File: config.mk
export PLATFORM = sky130hd
export DESIGN_NAME = spi_cmd_slave
export DESIGN_NICKNAME = d
export VERILOG_FILES = /design/src/rtl/spi_cs_pkg.sv /design/src/rtl/spi_cs_sync.sv /design/src/rtl/spi_cs_frame.sv /design/src/rtl/spi_cs_shift.sv /design/src/rtl/spi_cmd_slave.sv
export SDC_FILE = /design/constraint.sdc
export NUM_CORES = 1
export LEC_CHECK = 0
export BUFFER_PORTS_ARGS = -buffer_cell sky130_fd_sc_hd__clkbuf_2
export CORE_ASPECT_RATIO = 0.5
export CORE_MARGIN = 3
export CORE_UTILIZATION = 35
export DETAILED_ROUTE_END_ITERATION = 8
export HOLD_SLACK_MARGIN = 0.06
export SLEW_MARGIN = 0
export SYNTH_ARGS = -nofsm -noshare
export SYNTH_HDL_FRONTEND = slang
export SYNTH_SLANG_ARGS = --single-unit
export TNS_END_PERCENT = 5
File: constraint.sdc
create_clock -name clk -period 3.7 [get_ports clk]
set_input_delay 0.555 -clock clk [delete_from_list [all_inputs] [get_ports clk]]
set_output_delay 0.555 -clock clk [all_outputs]
set_load 0.03 [all_outputs]
File: src/rtl/spi_cs_pkg.sv
`timescale 1ns/1ps
// Package: shared sizes and types for the SPI command-response slave.
// Assumes a byte of a power-of-two width and a fixed response length.
package spi_cs_pkg;
    localparam int unsigned BYTE_W      = 8;
    localparam int unsigned RESP_BYTES  = 4;
    localparam int unsigned FRAME_BYTES = RESP_BYTES + 1;
    localparam int unsigned RESP_W      = BYTE_W * RESP_BYTES;
    localparam int unsigned BIT_CNT_W   = $clog2(BYTE_W);
    localparam int unsigned BYTE_CNT_W  = $clog2(FRAME_BYTES + 1);

    typedef logic [BIT_CNT_W-1:0]  bit_cnt_t;
    typedef logic [BYTE_CNT_W-1:0] byte_cnt_t;

    // Serial events in the system clock domain
    typedef struct packed {
        logic active;   // chip select asserted (synchronized)
        logic rise;     // SCK rising edge seen this cycle
        logic fall;     // SCK falling edge seen this cycle
        logic mosi;     // synchronized MOSI, aligned with rise
    } spi_evt_t;
endpackage

File: src/rtl/spi_cs_sync.sv
`timescale 1ns/1ps
// Module: spi_cs_sync
// Brings SCK, MOSI and CS_n into the system clock domain through a
// flop chain per pin and derives SCK edge events. Assumes STAGES >= 2,
// a system clock at least 8x SCK and SCK idle low (mode 0). Edges are
// reported only while chip select is asserted.
module spi_cs_sync
    import spi_cs_pkg::*;
#(
    parameter int unsigned STAGES = 2
) (
    input  logic     clk,
    input  logic     rst_n,
    input  logic     sck_i,
    input  logic     mosi_i,
    input  logic     cs_n_i,
    output spi_evt_t evt_o
);
    localparam int unsigned NPINS  = 3;
    localparam int unsigned PIN_CS = 2;

    logic [NPINS-1:0] raw;
    logic [NPINS-1:0] synced;
    logic             sck_prev;

    assign raw = {cs_n_i, mosi_i, sck_i};

    genvar g;
    for (g = 0; g < NPINS; g++) begin : g_pin
        logic [STAGES-1:0] chain;
        // Shift the pin through its synchronizer chain; CS resets inactive
        always_ff @(posedge clk) begin
            if (!rst_n)
                chain <= (g == PIN_CS) ? {STAGES{1'b1}} : {STAGES{1'b0}};
            else
                chain <= {chain[STAGES-2:0], raw[g]};
        end
        assign synced[g] = chain[STAGES-1];
    end

    // Remember the previous synchronized SCK level for edge detection
    always_ff @(posedge clk) begin
        if (!rst_n) sck_prev <= 1'b0;
        else        sck_prev <= synced[0];
    end

    // Form events; edges outside chip select are dropped
    always_comb begin
        evt_o.active = ~synced[PIN_CS];
        evt_o.rise   = evt_o.active & synced[0] & ~sck_prev;
        evt_o.fall   = evt_o.active & ~synced[0] & sck_prev;
        evt_o.mosi   = synced[1];
    end
endmodule

File: src/rtl/spi_cs_frame.sv
`timescale 1ns/1ps
// Module: spi_cs_frame
// Counts bits and bytes within one chip-select window and flags the
// command boundary, the answer load point and frame completion.
// Assumes events from spi_cs_sync. Counters saturate after the last
// byte and are cleared whenever chip select is inactive.
module spi_cs_frame
    import spi_cs_pkg::*;
(
    input  logic      clk,
    input  logic      rst_n,
    input  spi_evt_t  evt_i,
    output logic      cmd_end_o,
    output logic      frame_end_o,
    output logic      ans_load_o
);
    localparam bit_cnt_t  LAST_BIT  = bit_cnt_t'(BYTE_W - 1);
    localparam byte_cnt_t DONE_BYTE = byte_cnt_t'(FRAME_BYTES);
    localparam byte_cnt_t LAST_BYTE = byte_cnt_t'(FRAME_BYTES - 1);
    localparam byte_cnt_t RESP_BYTE = byte_cnt_t'(1);

    bit_cnt_t  bit_q;
    byte_cnt_t byte_q;

    // Advance bit/byte position on each rising SCK edge inside a frame
    always_ff @(posedge clk) begin
        if (!rst_n || !evt_i.active) begin
            bit_q  <= '0;
            byte_q <= '0;
        end else if (evt_i.rise && byte_q != DONE_BYTE) begin
            if (bit_q == LAST_BIT) begin
                bit_q  <= '0;
                byte_q <= byte_q + 1'b1;
            end else begin
                bit_q <= bit_q + 1'b1;
            end
        end
    end

    // Decode frame boundaries from the current position
    always_comb begin
        cmd_end_o   = evt_i.rise && byte_q == '0 && bit_q == LAST_BIT;
        frame_end_o = evt_i.rise && byte_q == LAST_BYTE && bit_q == LAST_BIT;
        ans_load_o  = evt_i.fall && byte_q == RESP_BYTE && bit_q == '0;
    end

    assert_byte_bound_R10: assert property (@(posedge clk) disable iff (!rst_n)
        byte_q <= DONE_BYTE);
    assert_idle_clear_R5: assert property (@(posedge clk) disable iff (!rst_n)
        !evt_i.active |=> (bit_q == '0 && byte_q == '0));
    assert_cmd_before_done_R6: assert property (@(posedge clk) disable iff (!rst_n)
        frame_end_o |-> byte_q != '0);
endmodule

File: src/rtl/spi_cs_shift.sv
`timescale 1ns/1ps
// Module: spi_cs_shift
// Holds the receive shift register, the captured command and the
// transmit shift register. Transmit starts each frame with the filler
// byte, loads the answer word at the first falling edge of byte 2 and
// shifts on every falling edge. Assumes position flags from spi_cs_frame.
module spi_cs_shift
    import spi_cs_pkg::*;
#(
    parameter logic [BYTE_W-1:0] DUMMY_BYTE = 8'hA5
) (
    input  logic              clk,
    input  logic              rst_n,
    input  spi_evt_t          evt_i,
    input  logic              cmd_end_i,
    input  logic              ans_load_i,
    input  logic [RESP_W-1:0] ans_i,
    output logic [BYTE_W-1:0] cmd_o,
    output logic              miso_o
);
    localparam logic [RESP_W-1:0] IDLE_TX = {DUMMY_BYTE, {(RESP_W-BYTE_W){1'b0}}};

    logic [BYTE_W-1:0] rx_q;
    logic [BYTE_W-1:0] cmd_q;
    logic [RESP_W-1:0] tx_q;

    // Collect MOSI bits on rising edges; cleared outside a frame
    always_ff @(posedge clk) begin
        if (!rst_n || !evt_i.active) rx_q <= '0;
        else if (evt_i.rise)         rx_q <= {rx_q[BYTE_W-2:0], evt_i.mosi};
    end

    // Latch the full command byte at the command boundary
    always_ff @(posedge clk) begin
        if (!rst_n)         cmd_q <= '0;
        else if (cmd_end_i) cmd_q <= {rx_q[BYTE_W-2:0], evt_i.mosi};
    end

    // Transmit: filler when idle, answer load, shift on falling edges
    always_ff @(posedge clk) begin
        if (!rst_n || !evt_i.active) tx_q <= IDLE_TX;
        else if (ans_load_i)         tx_q <= ans_i;
        else if (evt_i.fall)         tx_q <= {tx_q[RESP_W-2:0], 1'b0};
    end

    assign cmd_o  = cmd_q;
    assign miso_o = evt_i.active & tx_q[RESP_W-1];

    assert_answer_load_R4: assert property (@(posedge clk) disable iff (!rst_n)
        ans_load_i |=> tx_q == $past(ans_i));
    assert_filler_first_R2: assert property (@(posedge clk) disable iff (!rst_n)
        $rose(evt_i.active) |-> tx_q == IDLE_TX);
    assert_hold_between_edges_R3: assert property (@(posedge clk) disable iff (!rst_n)
        (evt_i.active && $past(evt_i.active) && !$past(evt_i.fall) && !$past(ans_load_i))
        |-> $stable(tx_q));
endmodule

File: src/rtl/spi_cmd_slave.sv
`timescale 1ns/1ps
// Module: spi_cmd_slave
// Top of the SPI command-response slave: synchronizer, frame counter,
// shift registers and the registered strobes. Assumes an external
// combinational answer lookup driven from lut_cmd_o.
module spi_cmd_slave
    import spi_cs_pkg::*;
#(
    parameter int unsigned       SYNC_STAGES = 2,
    parameter logic [BYTE_W-1:0] DUMMY_BYTE  = 8'hA5
) (
    input  logic              clk,
    input  logic              rst_n,
    input  logic              sck_i,
    input  logic              mosi_i,
    input  logic              cs_n_i,
    output logic              miso_o,
    output logic [BYTE_W-1:0] lut_cmd_o,
    input  logic [RESP_W-1:0] lut_data_i,
    output logic              cmd_valid_o,
    output logic [BYTE_W-1:0] cmd_o,
    output logic              frame_done_o
);
    spi_evt_t          evt;
    logic              cmd_end;
    logic              frame_end;
    logic              ans_load;
    logic [BYTE_W-1:0] cmd_byte;
    logic              cmd_valid_q;
    logic              done_q;

    spi_cs_sync #(.STAGES(SYNC_STAGES)) u_sync (
        .clk    (clk),
        .rst_n  (rst_n),
        .sck_i  (sck_i),
        .mosi_i (mosi_i),
        .cs_n_i (cs_n_i),
        .evt_o  (evt)
    );

    spi_cs_frame u_frame (
        .clk         (clk),
        .rst_n       (rst_n),
        .evt_i       (evt),
        .cmd_end_o   (cmd_end),
        .frame_end_o (frame_end),
        .ans_load_o  (ans_load)
    );

    spi_cs_shift #(.DUMMY_BYTE(DUMMY_BYTE)) u_shift (
        .clk        (clk),
        .rst_n      (rst_n),
        .evt_i      (evt),
        .cmd_end_i  (cmd_end),
        .ans_load_i (ans_load),
        .ans_i      (lut_data_i),
        .cmd_o      (cmd_byte),
        .miso_o     (miso_o)
    );

    // Register the boundary flags into single-cycle strobes
    always_ff @(posedge clk) begin
        if (!rst_n) begin
            cmd_valid_q <= 1'b0;
            done_q      <= 1'b0;
        end else begin
            cmd_valid_q <= cmd_end;
            done_q      <= frame_end;
        end
    end

    assign cmd_valid_o  = cmd_valid_q;
    assign frame_done_o = done_q;
    assign cmd_o        = cmd_byte;
    assign lut_cmd_o    = cmd_byte;

    assert_cmd_pulse_R7: assert property (@(posedge clk) disable iff (!rst_n)
        cmd_valid_o |=> !cmd_valid_o);
    assert_done_pulse_R8: assert property (@(posedge clk) disable iff (!rst_n)
        frame_done_o |=> !frame_done_o);
    assert_idle_miso_R1: assert property (@(posedge clk) disable iff (!rst_n)
        ($past(cs_n_i) && $past(cs_n_i, 2) && $past(cs_n_i, 3)) |-> !miso_o);
endmodule

==> flow_summary.yaml, run 1 <==
drt:
  drtAntennaViolNets: 0
  routedWlPerCell_um: 12.4
  dr.pass1.iters: 4
  drt_wl_total_mm: 5.22
  drc_errors: 0
  vias: 2026
  vias_per_cell: 4.81
  drt_iter0_markers: 149
synth:
  yosys_warnings: 0
  synthArstFlopShare: 0
  yosys-top-cells-count: "62 x dfxtp_1, 40 x a21oi_1, 39 x mux2i_1, 32 x o21ai_0, 31 x nand2_1"
  synth_edf_count: 0
  syn_avg_cell_area_um2: 9.27
  synth_area_leader_cell: "dfxtp_1"
  synth_top_area_frac: 0.475
  yosysMostFrequentCell: "dfxtp_1"
  yosysSeqAreaShare: 0.475
  syn_inst: 282
  synth_nets: 325
  synthTopCellsByArea: "dfxtp_1 47%, mux2i_1 15%, a21oi_1 7.7%"
  synth_ff_type: "dfxtp_1"
  ys_ff_latch: 62
  yosys.cell_types.count: 25
  syn_area_um2: 2620
placed_design:
  port_buffers: 55
  dp_cells: 405
  hpwl_mm: 3.55
  gp_congestion: 0.714
pwr:
  power_density_nw_per_um2: 480
  irDropWorstVdd_uv: 278
  p_leak_nw: 1.16
  total_power_mw: 1.54
critical_path:
  crit_arrival_ns: 2.33
  r2r_start: "u_frame.bit_q[0]$_SDFFE_PP0P_"
  path_class: "in -> reg"
  crit_family: "simple AND/OR/NAND/NOR gates"
  critPathCapture: "u_shift.tx_q[4]$_SDFFE_PP0P_"
  rr_endpoint: "u_shift.tx_q[24]$_SDFFE_PP1P_"
  crit_buf_inv: 1
  crit_chain: "clkbuf_2, nor2b_2, o21ai_0, a21oi_1"
  cp-start-kind: "primary input"
  critPathMaxStageDelay_ns: 0.92
  worstRegToRegCells: 6
  crit_required_ns: 3.95
  crit_path_top_delay_cell: "nor2b_2"
  cp-startpoint: "rst_n"
  r2r_slack_ns: 1.89
  cp_num_cells: 4
  cp-end-kind: "flop"
  worst-path-max-fanout: 32
sta:
  period_minus_slack_ns: 2.08
  tns_ns: 0
  tightestPinTransition_ns: 1.04
  slew_violations: 0
  post-route-period-util: 0.563
  rsz0062_at_grt: "false"
  fmax_mhz: 480
  slew_headroom: 0.306
  finalHoldViolations: 0
  finalSetupViolCount: 0
  finalClockSkew_ns: 0.00616
die:
  core_um2: 6960
  rows: 21
  die_area_um2: 8610
  die_w_um: 128
  initial_core_util: 0.376
  ios: 56
  die_h_um: 67.1
clock_tree:
  cts_tree: "built"
  cts.path.max_buffers: 2
  cts_sinks: 62
  post-cts-setup-buffers: 0
  cts_root_buf: "clkbuf_16"
  insertion_delay_ns: 0.32
  numCtsBuffers: 9
  holdBufCountCts: 0
  htreeDepth: 3
  clk_pin_slew_worst_paths_ns: 0.05
  cts_resized: 0
min_path:
  hold_class: "reg -> reg"
global_route:
  grt_pass1_wl_mm: 8.79
  antenna_found_initial: 0
  grt.overflow.total: 0
  grt_max_degree: 65
  grt_pass1_vias: 1941
  grt_usage: 0.131
outcome:
  status: "finished, final reports clean"
final_layout:
  final_cells: 421
  n_antenna_cell: 0
  drive_gt1_frac: 0.231
  utilization: 0.461
  nets: 367
  area_delta_synth_final_pct: 22.6
job:
  drv_cap: 0
[cell type report]
cell class / instances / area (um^2)
clock buffer: 12 / 256
clock inverter: 4 / 45.0
fill: 661 / 3760
inverter: 5 / 18.8
multi-input combinational: 188 / 1230
sequential: 62 / 1240
tap: 92 / 115
timing repair buffer: 58 / 298
[sequential cells by signal (all words and copies together) (netlist names)]
| register | count |
|---|---|
| u_shift.tx_q | 32 |
| u_shift.cmd_o | 8 |
| frame_done_o | 1 |
| cmd_valid_o | 1 |
| u_sync.sck_prev | 1 |
| u_frame.byte_q | 3 |
| u_sync.g_pin.chain | 6 |
| u_shift.rx_q | 7 |
| u_frame.bit_q | 3 |
[kinds of logic after synthesis]
family                   share of synthesized area
AO/OA/AOI/OAI                                0.154
adder cells (fa/ha/maj)                     0.0287
buffers and inverters                       0.0632
flip-flops                                   0.475
multiplexers                                 0.149
AND/OR/NAND/NOR                              0.130
[routing by layer]
| metal | global-route usage | share of wire | vias up |
|---|---|---|---|
| li1 | - | - | 1065 |
| met1 | 0.157 | 0.48 | 910 |
| met2 | 0.210 | 0.46 | 43 |
| met3 | 0.0520 | 0.052 | 8 |
| met4 | 0.0582 | 0.014 | 0 |
| met5 | 0 | 0 | - |
[power by group]
part	leakage [nW]	switching [mW]	internal [mW]
combinational	0.506	0.0181	0.0185
clock	0.152	0.275	0.553
sequential	0.501	0.00322	0.672
total	1.16	0.296	1.24
[worst min path at each step]
stage          slack [ns]                                start  cells past startpoint                                   to
2_1_floorplan        0.39  u_sync.g_pin[2].chain[0]$_SDFF_PN1_                      1  u_sync.g_pin[2].chain[1]$_SDFF_PN1_
3_3_place_gp         0.40  u_sync.g_pin[2].chain[0]$_SDFF_PN1_                      1  u_sync.g_pin[2].chain[1]$_SDFF_PN1_
3_5_place_dp         0.40  u_sync.g_pin[2].chain[0]$_SDFF_PN1_                      1  u_sync.g_pin[2].chain[1]$_SDFF_PN1_
4_1_cts              0.41  u_sync.g_pin[2].chain[0]$_SDFF_PN1_                      1  u_sync.g_pin[2].chain[1]$_SDFF_PN1_
5_1_grt              0.42  u_sync.g_pin[2].chain[0]$_SDFF_PN1_                      1  u_sync.g_pin[2].chain[1]$_SDFF_PN1_
6_report             0.41  u_sync.g_pin[2].chain[0]$_SDFF_PN1_                      1  u_sync.g_pin[2].chain[1]$_SDFF_PN1_
[stage by stage]
stage	worst slack, ns	area (um^2)	hold WS (ns)
after CTS	1.59	3210	0.415
after detailed placement	1.31	2910	0.402
final	1.62	3210	0.413
after floorplan	2.19	2620	0.386
after global routing	1.36	3210	0.417
after global placement	1.38	2910	0.396
[cells in the final DEF, fill, tap and decap left out, types with 2 or more instances in the layout]
master,synthesis,layout
dfxtp_1,62,62
clkbuf_2,0,55
a21oi_1,40,40
mux2i_1,39,39
o21ai_0,32,32
nand2_1,31,31
clkbuf_16,0,9
and2_1,7,7
nand3_1,6,6
ha_1,6,6
inv_1,5,5
nand2b_1,5,5
nor3_1,5,5
a31oi_1,4,4
clkinv_2,0,3
buf_4,11,3
nor2b_1,3,2
nor3b_1,2,2
clkbuf_8,0,2
No activity file was read; power rests on OpenSTA's default activity.
==> run 2: changes to the inputs <==
==> constraint.sdc (replaced) <==
create_clock -name clk -period 1.9 [get_ports clk]
set_input_delay 0.285 -clock clk [delete_from_list [all_inputs] [get_ports clk]]
set_output_delay 0.285 -clock clk [all_outputs]
set_load 0.03 [all_outputs]
==> run 2 against run 1 <==
  * Sequential power is 95% higher
  * Critical path depth is 2 higher
  * First-iteration DRC count is 17% lower
  * Via count is 0.74% lower
  * Count of clock-buffer cells in the layout is 1 higher
  * Final area is 1.1% higher
  * Power is 89% higher
  * Die area stayed put
  * Non-clock buffer count is 3 higher
  * Cell count is 0.71% higher
  * Wire length is 3.2% lower
==> flow_summary.yaml, run 2 (same netlist as run 1, synthesis figures left out) <==
outcome:
  status: "finished, final reports clean"
placed_design:
  gp_congestion: 0.746
  hpwl_mm: 3.43
  port_buffers: 55
  dpl-instance-area_um2: 2950
pwr:
  p_sw_frac: 0.200
  internal-power_mw: 2.33
  p_leak_nw: 1.17
  power.switching_uw: 584
  seq_power_share: 0.451
  power_density_nw_per_um2: 900
  clkPwrFrac: 0.523
  pwr-share-comb: 0.025
  irDropWorstVdd_uv: 436
critical_path:
  cp-start-kind: "flop"
  worstRegToRegCells: 6
  path_class: "reg -> reg"
  r2r_start: "u_frame.bit_q[0]$_SDFFE_PP0P_"
  cp-end-kind: "flop"
  rr_endpoint: "u_shift.cmd_o[2]$_SDFFE_PN0P_"
  r2r_slack_ns: 0.18
  crit_required_ns: 2.15
  crit_arrival_ns: 1.97
  worst-path-max-fanout: 9
clock_tree:
  insertion_delay_ns: 0.32
  cts_sinks: 62
  post-cts-setup-buffers: 0
  htreeDepth: 3
  clk_pin_slew_worst_paths_ns: 0.05
  cts_root_buf: "clkbuf_16"
  cts_tree: "built"
  numCtsBuffers: 9
  holdBufCountCts: 0
  cts_resized: 0
  cts.path.max_buffers: 2
drt:
  drtAntennaViolNets: 0
  vias: 2011
  routedWlPerCell_um: 11.9
  dr.pass1.iters: 4
  vias_per_cell: 4.74
  drt_iter0_markers: 123
  drc_errors: 0
  drt_wl_total_mm: 5.06
sta:
  finalClockSkew_ns: 0.00441
  finalSetupViolCount: 0
  post-route-period-util: 0.905
  period_minus_slack_ns: 1.72
  finalHoldViolations: 0
  fmax_mhz: 581
  tightestPinTransition_ns: 0.475
  slew_headroom: 0.683
  tns_ns: 0
  slew_violations: 0
  rsz0062_at_grt: "false"
global_route:
  antenna_found_initial: 0
  grt_pass1_wl_mm: 8.37
  gr-usage-met1: 0.148
  grt_usage: 0.124
  grt_use_met2: 0.199
  grt.met3_usage: 0.0689
  grt_pass1_vias: 1880
  top_usage_layer: "met2"
  grt_max_degree: 65
  grt.overflow.total: 0
min_path:
  min_path_cells: 2
  hold_end: "u_sync.g_pin[2].chain[0]$_SDFF_PN1_"
  hold_class: "in -> reg"
  hp-start: "cs_n_i"
die:
  initial_core_util: 0.376
  die_h_um: 67.1
  core_um2: 6960
  die_area_um2: 8610
  rows: 21
  die_w_um: 128
  ios: 56
final_layout:
  n_fill_cell: 656
  utilization: 0.465
  layout_commonest_cell: "dfxtp_1"
  layout_common_cells: "62 x dfxtp_1, 55 x clkbuf_2, 40 x a21oi_1"
  area_delta_synth_final_pct: 23.9
  regMostFlops: "u_shift.tx_q"
  largest_reg_flops: 32
  ff_latch_area_um2: 1240
  nets: 370
  final_cell_area_um2: 3240
  drive_gt1_frac: 0.238
  n_antenna_cell: 0
  multi_input_area_um2: 1230
job:
  drv_cap: 0
run 2: cell count changes in the layout (fill, tap and decap cells not counted), sizes merged:
cell      before  now
buf            3    6
bufinv         1    0
clkbuf        67   68
clkinv         3    2
clkinvlp       0    1
run 2: critical path, cell delays in order, from the launching register on:
cell       delay, ns
dfxtp_1         0.37
ha_1            0.18
ha_1            0.20
nand4bb_1       0.21
nor3b_1         0.26
buf_4           0.23
mux2i_1         0.19
run 2: how the worst max path moves through the flow:
stage                                             start                            end  slack (ns)  depth (start not counted)
final                     u_frame.bit_q[0]$_SDFFE_PP0P_  u_shift.cmd_o[2]$_SDFFE_PN0P_        0.18                          6
after CTS                 u_frame.bit_q[0]$_SDFFE_PP0P_  u_shift.cmd_o[2]$_SDFFE_PN0P_        0.20                          6
after detailed placement  u_frame.bit_q[0]$_SDFFE_PP0P_  u_shift.cmd_o[7]$_SDFFE_PN0P_        0.22                          6
after floorplan           u_frame.bit_q[0]$_SDFFE_PP0P_  u_shift.cmd_o[0]$_SDFFE_PN0P_        0.39                          6
after global placement    u_frame.bit_q[0]$_SDFFE_PP0P_  u_shift.cmd_o[1]$_SDFFE_PN0P_        0.31                          6
after global routing      u_frame.bit_q[0]$_SDFFE_PP0P_  u_shift.cmd_o[2]$_SDFFE_PN0P_         0.1                          6
run 2: power by group through the flow:
stage / Clock (mW) / Combinational (mW) / Sequential [mW]
final: 1.53 / 0.0743 / 1.32
after global routing: 1.63 / 0.0835 / 1.32
after CTS: 1.58 / 0.0763 / 1.32
after detailed placement: 0 / 0.0760 / 1.34
after global placement: 0 / 0.0753 / 1.34
after floorplan: 0 / 0.0274 / 1.34
run 2: metrics by stage:
stage | instances | setup slack, ns | total power [mW] | hold WS, ns
floorplan | 282 | 0.391 | 1.37 | 0.358
global placement | 408 | 0.311 | 1.42 | 0.403
detailed placement | 408 | 0.221 | 1.42 | 0.400
CTS | 424 | 0.202 | 2.97 | 0.126
global route | 424 | 0.0990 | 3.03 | 0.130
finish | 424 | 0.180 | 2.92 | 0.142
run 2: layout make-up:
cell class	instances	area share
tap	92	0.0355
inverter	5	0.00579
multi-input combinational	188	0.380
sequential	62	0.383
clock buffer	13	0.0834
timing repair buffer	61	0.107
clock inverter	3	0.00541
run 2: metal layers:
metal / vias to the layer above / wire length [um]
met3: 2 / 282
met1: 900 / 2430
met5: - / 0
li1: 1073 / -
met4: 0 / 25
met2: 36 / 2330
